`src/rtl/dtp_pkg.sv`:
```
package dtp_pkg;
    typedef enum logic {
        PH_CHARGE = 1'b0,
        PH_DEAD   = 1'b1
    } phase_e;
endpackage

```
`src/rtl/dtp_phase_timer.sv`:
```
module dtp_phase_timer
    import dtp_pkg::*;
#(
    parameter int CNT_W = 8
) (
    input  logic             clk,
    input  logic             rst_n,
    input  logic [CNT_W-1:0] chg_len,
    input  logic [CNT_W-1:0] dead_len,
    output phase_e           phase_q,
    output phase_e           nxt_phase,
    output logic             period_start,
    output logic             dead_start
);
    logic [CNT_W-1:0] cnt_q;
    logic [CNT_W-1:0] nxt_cnt;
    logic [CNT_W-1:0] dead_lat_q;

    // last count index for a length, zero treated as one clock
    function automatic logic [CNT_W-1:0] last_idx(input logic [CNT_W-1:0] len);
        return (len == '0) ? '0 : len - 1'b1;
    endfunction

    assign period_start = (phase_q == PH_DEAD)   && (cnt_q == '0);
    assign dead_start   = (phase_q == PH_CHARGE) && (cnt_q == '0);

    always_comb begin
        nxt_phase = phase_q;
        nxt_cnt   = cnt_q - 1'b1;
        unique case (phase_q)
            PH_CHARGE: begin
                if (cnt_q == '0) begin          // END_CHARGE
                    nxt_phase = PH_DEAD;
                    nxt_cnt   = last_idx(dead_lat_q);
                end
            end
            PH_DEAD: begin
                if (cnt_q == '0) begin          // END_DEAD
                    nxt_phase = PH_CHARGE;
                    nxt_cnt   = last_idx(chg_len);
                end
            end
        endcase
    end

    always_ff @(posedge clk) begin
        if (!rst_n) begin
            phase_q    <= PH_DEAD;
            cnt_q      <= '0;
            dead_lat_q <= '0;
        end else begin
            phase_q <= nxt_phase;
            cnt_q   <= nxt_cnt;
            if (period_start) begin
                dead_lat_q <= dead_len;
            end
        end
    end

    assert_dead_hold_R2: assert property (@(posedge clk) disable iff (!rst_n)
        (phase_q == PH_DEAD && cnt_q != '0) |=> (phase_q == PH_DEAD));

    assert_charge_hold_R2: assert property (@(posedge clk) disable iff (!rst_n)
        (phase_q == PH_CHARGE && cnt_q != '0) |=> (phase_q == PH_CHARGE));
endmodule

```
`src/rtl/dtp_steer.sv`:
```
module dtp_steer (
    input  logic clk,
    input  logic rst_n,
    input  logic period_start,
    input  logic dead_start,
    input  logic arm_req,
    input  logic drive_now,
    output logic arm_next,
    output logic sel_b
);
    logic armed_q;
    logic fired_q;

    assign arm_next = period_start ? arm_req : armed_q;

    always_ff @(posedge clk) begin
        if (!rst_n) begin
            armed_q <= 1'b0;
            fired_q <= 1'b0;
            sel_b   <= 1'b0;
        end else begin
            armed_q <= arm_next;
            if (period_start) begin
                fired_q <= drive_now;
            end else if (drive_now) begin
                fired_q <= 1'b1;
            end
            if (dead_start && fired_q) begin
                sel_b <= ~sel_b;
            end
        end
    end

    assert_flip_at_end_R5: assert property (@(posedge clk) disable iff (!rst_n)
        !$stable(sel_b) |-> ($past(dead_start) && $past(fired_q)));
endmodule

```
`src/rtl/pushpull_deadtime_seq.sv`:
```
module pushpull_deadtime_seq
    import dtp_pkg::*;
#(
    parameter int CNT_W = 8
) (
    input  logic             clk,
    input  logic             rst_n,
    input  logic [CNT_W-1:0] chg_len,
    input  logic [CNT_W-1:0] dead_len,
    input  logic             enable,
    input  logic             blank,
    output logic             out_a,
    output logic             out_b,
    output logic             sync_o,
    output logic             period_strobe
);
    phase_e phase_q;
    phase_e nxt_phase;
    logic   period_start;
    logic   dead_start;
    logic   arm_next;
    logic   sel_b;
    logic   drive_now;

    dtp_phase_timer #(.CNT_W(CNT_W)) u_timer (
        .clk          (clk),
        .rst_n        (rst_n),
        .chg_len      (chg_len),
        .dead_len     (dead_len),
        .phase_q      (phase_q),
        .nxt_phase    (nxt_phase),
        .period_start (period_start),
        .dead_start   (dead_start)
    );

    dtp_steer u_steer (
        .clk          (clk),
        .rst_n        (rst_n),
        .period_start (period_start),
        .dead_start   (dead_start),
        .arm_req      (enable && !blank),
        .drive_now    (drive_now),
        .arm_next     (arm_next),
        .sel_b        (sel_b)
    );

    assign drive_now = enable && (nxt_phase == PH_CHARGE) && arm_next;

    always_ff @(posedge clk) begin
        if (!rst_n) begin
            out_a         <= 1'b0;
            out_b         <= 1'b0;
            sync_o        <= 1'b0;
            period_strobe <= 1'b0;
        end else begin
            out_a         <= drive_now && !sel_b;
            out_b         <= drive_now &&  sel_b;
            sync_o        <= enable && (nxt_phase == PH_DEAD);
            period_strobe <= dead_start;
        end
    end

    assert_excl_R3: assert property (@(posedge clk) disable iff (!rst_n)
        !(out_a && out_b));

    assert_sync_dead_R3: assert property (@(posedge clk) disable iff (!rst_n)
        sync_o |-> (!out_a && !out_b));

    assert_en_off_R7: assert property (@(posedge clk) disable iff (!rst_n)
        !enable |=> (!out_a && !out_b && !sync_o));

    assert_strobe_single_R8: assert property (@(posedge clk) disable iff (!rst_n)
        period_strobe |=> !period_strobe);

    assert_strobe_phase_R8: assert property (@(posedge clk) disable iff (!rst_n)
        period_strobe |-> (phase_q == PH_DEAD));
endmodule

```
`config.mk`:
```
export PLATFORM = sky130hd
export DESIGN_NAME = pushpull_deadtime_seq
export DESIGN_NICKNAME = d
export VERILOG_FILES = /design/src/rtl/dtp_pkg.sv /design/src/rtl/dtp_phase_timer.sv /design/src/rtl/dtp_steer.sv /design/src/rtl/pushpull_deadtime_seq.sv
export SDC_FILE = /design/constraint.sdc
export NUM_CORES = 1
export LEC_CHECK = 0
export ABC_AREA = 0
export BUFFER_PORTS_ARGS = -buffer_cell sky130_fd_sc_hd__buf_2
export CAP_MARGIN = 20
export CELL_PAD_IN_SITES_DETAIL_PLACEMENT = 0
export CELL_PAD_IN_SITES_GLOBAL_PLACEMENT = 1
export CORE_MARGIN = 2
export CORE_UTILIZATION = 40
export CTS_BUF_LIST = sky130_fd_sc_hd__clkbuf_8
export DETAILED_ROUTE_END_ITERATION = 10
export HOLD_SLACK_MARGIN = 0.15
export PLACE_DENSITY = 0.81
export SLEW_MARGIN = 0
export SYNTH_ARGS = -nofsm -noshare
export SYNTH_HDL_FRONTEND = slang
export SYNTH_HIERARCHICAL = 1
export SYNTH_SLANG_ARGS = --single-unit
```
`constraint.sdc`:
```
create_clock -name clk -period 2.8 [get_ports clk]
set_clock_uncertainty 0.1 [all_clocks]
set_input_delay 0.42 -clock clk [delete_from_list [all_inputs] [get_ports clk]]
set_output_delay 0.42 -clock clk [all_outputs]
set_load 0.02 [all_outputs]
```
Word-level counts from Yosys, hierarchy flattened

Cells that the tools add are included.

Muxes and demuxes: 11
Add/subtract/negate cells: 3
Bitwise logic cells: 3
Reductions and logical operators: 15

Operator list:

| kind                                              | count |
|---|---|
| 2-to-1 mux 8 bit                                  | 4 |
| logical NOT 8 bit                                 | 3 |
| subtractor 8 x 1 -> 8 bit (second input constant) | 3 |
| one-hot mux 8 bit (2 select lines)                | 1 |
| logical AND 1 bit                                 | 9 |
| 2-to-1 mux 1 bit                                  | 5 |
| NOT 1 bit                                         | 3 |
| logical NOT 1 bit                                 | 2 |
| one-hot mux 1 bit (2 select lines)                | 1 |
| nonzero test 2 bit                                | 1 |

Output and inout port bits: 4
Bits of input ports: 20
Register bits after elaboration: 24
Word-level logic and storage cells: 42

Depth between registers and ports, before layout

Depth after elaboration: 8
Depth in mapped cells: 8
Depth with buffers taken out: 8

Modules after synthesis

Netlist, hierarchy kept.

Modules (own cells, without submodules):

| module                | area an instance (um2) | instances | cells each | sequential area each (um2) |
|---|---|---|---|---|
| dtp_phase_timer       | 1,178.6                | 1         | 137        | 340.3 |
| dtp_steer             | 123.9                  | 1         | 11         | 60.1 |
| pushpull_deadtime_seq | 123.9                  | 1         | 10         | 80.1 |

Worst setup path after synthesis

OpenSTA, ideal clock, no wires.

Kind: register to register
From: register u_timer.cnt_q[2]
To: register u_timer.dead_lat_q[0]
Data required time: 2.584 ns
Stages on the path, launching flop included: 8
Clock period less this slack: 2.388 ns
Path buffers: 2
Setup slack: 0.412 ns
Arrival time: 2.172 ns
Setup time: 0.116 ns
Cell sequence: dfxtp_1 > or4_1 > buf_2 > nor3_4 > ha_1 > clkbuf_1 > mux2i_1 > nor2b_1

Word-level cells in the longest chain between the ends: 2

RTL lines:

| item                   | line                        | source |
|---|---|---|
| from (decl)            | dtp_phase_timer.sv:15       | `logic [CNT_W-1:0] cnt_q;` |
| from (signal assigned) | dtp_phase_timer.sv:53       | `cnt_q <= nxt_cnt;` |
| logical NOT 8 bit      | dtp_phase_timer.sv:24       | `assign period_start = (phase_q == PH_DEAD) && (cnt_q == '0);` |
| logical AND 1 bit      | dtp_phase_timer.sv:24       |  |
| named net period_start | pushpull_deadtime_seq.sv:19 | `logic period_start;` |
| to (signal assigned)   | dtp_phase_timer.sv:55       | `dead_lat_q <= dead_len;` |
| to (decl)              | dtp_phase_timer.sv:17       | `logic [CNT_W-1:0] dead_lat_q;` |

The timed path passes the listed nets, and every way through them passes these cells.
A chain may end at the register's enable or synchronous reset.

Worst setup path after layout

From: register u_timer.cnt_q[2]
To: register out_a

Elaborated cells between the ends (all ways): 10
Classes of those cells: mux: 4; bitwise: 1; reduce/logical: 5

RTL lines:

| item                   | line                        | source |
|---|---|---|
| logical NOT 8 bit      | dtp_phase_timer.sv:24       |  |
| logical AND 1 bit      | dtp_phase_timer.sv:24       |  |
| named net period_start | pushpull_deadtime_seq.sv:19 |  |
| 2-to-1 mux 1 bit       | dtp_steer.sv:14             | `assign arm_next = period_start ? arm_req : armed_q;` |
| named net arm_next     | pushpull_deadtime_seq.sv:21 | `logic arm_next;` |
| logical AND 1 bit      | pushpull_deadtime_seq.sv:47 | `assign drive_now = enable && (nxt_phase == PH_CHARGE) && arm_next;` |
| named net drive_now    | pushpull_deadtime_seq.sv:23 | `logic drive_now;` |
| logical AND 1 bit      | pushpull_deadtime_seq.sv:56 | `out_a <= drive_now && !sel_b;` |
| to (signal assigned)   | pushpull_deadtime_seq.sv:56 |  |
| to (decl)              | pushpull_deadtime_seq.sv:12 | `output logic out_a,` |

The timed path passes the listed nets, and every way through them passes these cells.

==> results.py <==
metrics = {
    "status": {
        "status": "complete, no violations",
    },
    "die": {
        "io_pins": 24,
        "die_w_microns": 63.7,
        "num_rows": 21,
        "dieArea_sq_mm": 0.00406,
        "start_util_pct": 42.1,
        "core_sq_mm": 0.00339,
        "die_y_microns": 63.7,
    },
    "clock_network": {
        "clk_pin_slew_ns": 0.09,
        "cts.sinks": 24,
        "cts_buffer_depth": 2,
        "cts_tree": "built",
        "htreeDepth": 1,
        "clk_latency_ns": 0.27,
        "cts_resized": 0,
        "post_cts_buffers": 0,
        "cts_buffers": 3,
        "root_buffer": "clkbuf_8",
        "cts_hold_buf": 0,
    },
    "global_route": {
        "grt_pass1_wl_mm": 5.22,
        "antenna_found_initial": 0,
        "grt_usage_pct": 16.2,
        "overflow": 0,
        "grt_pass1_vias": 1219,
        "grt_max_degree": 26,
    },
    "synth": {
        "netlist_area_sq_mm": 0.00143,
        "ys_seq_elements": 24,
        "syn-num-nets": 186,
        "ys.flop_type": "dfxtp_1",
        "avgSynthCellArea_sq_um": 9.03,
        "ys_seq_area_share_pct": 33.7,
        "ys_async_sr_fraction_pct": 0,
        "syn-instance-count": 158,
        "yosys_warnings": 6,
        "synth-edff-count": 0,
        "netlist-cell-type-count": 39,
    },
    "route": {
        "drt-total-wl_mm": 3.08,
        "via_per_inst": 5.37,
        "wl_per_cell_microns": 13.4,
        "dr.first_iter.drc_count": 41,
        "drc": 0,
        "ant_nets": 0,
        "routed-via-count": 1234,
        "drt-pass1-iter-count": 4,
    },
    "timing": {
        "finalHoldViolCount": 0,
        "setup_slack_ns": 0.437,
        "rsz0062_at_grt": "false",
        "maxSlewHeadroom_pct": 65.0,
        "worst_pin_slew_ns": 0.520,
        "finalSetupViolCount": 0,
        "timing.final.crit_period_ns": 2.36,
        "min_period_over_period_pct": 84.4,
        "slew_viol_final": 0,
        "finalSetupTns_ns": 0,
        "max_clock_freq_mhz": 423,
    },
    "hold_path": {
        "hold_path_class": "primary input to flip-flop",
        "hold_end": "u_timer/dead_lat_q[2]$_SDFFE_PN0P_",
        "min_path_cells": 3,
        "min_from": "dead_len[2]",
    },
    "critical_path": {
        "cpMostUsedCell": "and3b_1",
        "reg2reg_depth": 6,
        "start_kind": "flip-flop",
        "slowest_delay_ns": 0.66,
        "path_cells": "or4_1 > nor3_4 > ha_1 > mux2_4 > and3b_1 > and3b_1",
        "cp.arrival_ns": 2.43,
        "critPathRequiredTime_ns": 2.87,
        "reg2reg_from": "u_timer/cnt_q[2]$_SDFF_PN0_",
        "critPathKind": "flip-flop to flip-flop",
        "slowest_stage": "or4_1",
        "r2r_end": "out_a$_SDFF_PN0_",
        "endpoint_kind": "flip-flop",
        "path_max_fanout": 6,
        "timing.reg2reg.setup_slack_ns": 0.44,
    },
    "flow_run": {
        "maxCapViolCount": 0,
    },
    "pwr": {
        "p_per_area_mw_per_mm2": 1040,
        "ir_drop_uv": 504,
        "p_leak_nw": 0.710,
    },
    "cells_and_area": {
        "regArea_sq_um": 480,
        "fillCellCount": 327,
        "insertedDiodeCount": 0,
        "syn2layout_area_growth_pct": 17.3,
        "fin_util_pct": 49.4,
        "drive_gt1_share_pct": 20.7,
        "nets": 213,
        "multi_input_area_sq_um": 892,
    },
    "place": {
        "place_ws_ns": 0.459,
        "io_buffer_count": 23,
        "dp_hpwl_mm": 2.42,
        "gp_congestion": 0.842,
    },
}
-- power by group --
group	switching (W)	internal, W
Combinational	0.000443	0.000427
Clock	0.000119	0.000191
Sequential	0.000120	0.000440
-- sequential cells by signal (all words and copies together) (netlist names) --
| signal | cells |
|---|---|
| u_timer/cnt_q | 8 |
| u_timer/dead_lat_q | 8 |
| out_a | 1 |
| out_b | 1 |
| period_strobe | 1 |
| sync_o | 1 |
| u_steer/armed_q | 1 |
| u_steer/fired_q | 1 |
| u_steer/sel_b | 1 |
| u_timer/phase_q | 1 |
-- layout make-up --
type,count,area share (%)
Clock buffer,3,2.47
Clock inverter,1,1.80
Inverter,11,2.47
Multi-Input combinational cell,120,53.3
Sequential cell,24,28.7
Tap cell,46,3.44
Timing Repair Buffer,25,7.78
-- through the flow --
| step | hold WS [ns] | cells | total power (W) | cell area (sq um) |
|---|---|---|---|---|
| after floorplan | 0.350 | 158 | 0.00122 | 1430 |
| after global placement | 0.364 | 226 | 0.00142 | 1600 |
| after detailed placement | 0.377 | 226 | 0.00143 | 1600 |
| after CTS | 0.305 | 230 | 0.00175 | 1670 |
| after global routing | 0.319 | 230 | 0.00188 | 1670 |
| final | 0.306 | 230 | 0.00174 | 1670 |
-- cell usage in the layout, fill, tap and decap left out, drive strengths merged, types with 2 or more instances in the layout --
cell    netlist  layout
a211o         2       2
a21oi        12      12
and2          2       2
and3          2       2
and3b         2       2
buf           1      25
clkbuf        2       3
dfxtp        24      24
ha            8       8
inv          11      11
mux2i         9       9
nand2         3       3
nand2b        3       3
nor2          4       4
nor2b         9       9
nor3          4       4
nor3b         5       5
nor4          2       2
o21a          4       4
o21ai         9       9
o22ai         3       3
o31a          4       4
o31ai         4       4
or3           8       8
or4           7       7
xnor2         5       5
xor2          2       2
-- logic make-up (layout without fill, tap and decap cells) --
logic type / count (synthesis) / after routing / synth area share, %
simple gates: 55 / 55 / 26.0
compound gates: 40 / 40 / 17.9
flops: 24 / 24 / 33.7
buf+inv: 14 / 40 / 3.77
mux: 10 / 10 / 7.37
fa+ha+maj: 8 / 8 / 7.02
xor+xnor: 7 / 7 / 4.30
-- cell usage after synthesis, types with 2 or more instances --
cell | number | share of area (%)
nand2b_1 | 3 | 1.3
nand2_1 | 3 | 0.79
o22ai_1 | 3 | 1.3
nor3b_1 | 5 | 2.6
or3_1 | 7 | 3.1
o31ai_1 | 4 | 2.1
mux2i_1 | 9 | 6.3
clkbuf_1 | 2 | 0.53
nor2b_1 | 9 | 3.9
inv_1 | 11 | 2.9
o21ai_0 | 8 | 2.8
o31a_1 | 4 | 2.5
dfxtp_1 | 24 | 34
nor2_1 | 4 | 1.1
a21oi_1 | 12 | 4.2
xor2_1 | 2 | 1.2
xnor2_1 | 5 | 3.1
nor4_1 | 2 | 0.88
nor3_1 | 3 | 1.1
o21a_1 | 4 | 2.1
a211o_2 | 2 | 1.4
and3b_1 | 2 | 1.2
ha_1 | 8 | 7.0
or4_1 | 7 | 3.7
-- how the worst max path moves through the flow --
stage	to	slack [ns]	startpoint
5_1_grt	u_steer/fired_q$_SDFFE_PN0P_	0.35	u_timer/cnt_q[2]$_SDFF_PN0_
4_1_cts	out_a$_SDFF_PN0_	0.44	u_timer/cnt_q[2]$_SDFF_PN0_
2_1_floorplan	u_timer/dead_lat_q[0]$_SDFFE_PN0P_	0.41	u_timer/cnt_q[2]$_SDFF_PN0_
3_3_place_gp	u_steer/fired_q$_SDFFE_PN0P_	0.50	u_timer/cnt_q[2]$_SDFF_PN0_
6_report	out_a$_SDFF_PN0_	0.44	u_timer/cnt_q[2]$_SDFF_PN0_
3_5_place_dp	out_a$_SDFF_PN0_	0.46	u_timer/cnt_q[2]$_SDFF_PN0_
-- per-layer routing --
metal  track usage (%)  up-vias  share of wire [%]
met5                 0        -                  0
met4              4.89        0               0.97
met3              2.86        4                3.1
met2              28.2       20                 49
met1              20.2      579                 47
li1                  -      631                  -
-- critical path, delay by kind of cell, from the launching register on --
kind	cells	cell delay (ns)
and+or+nand+nor	4	1.27
muxes	1	0.31
adders and majority gates	1	0.22
DFF	1	0.36
Power figures use the tool's default switching activity.
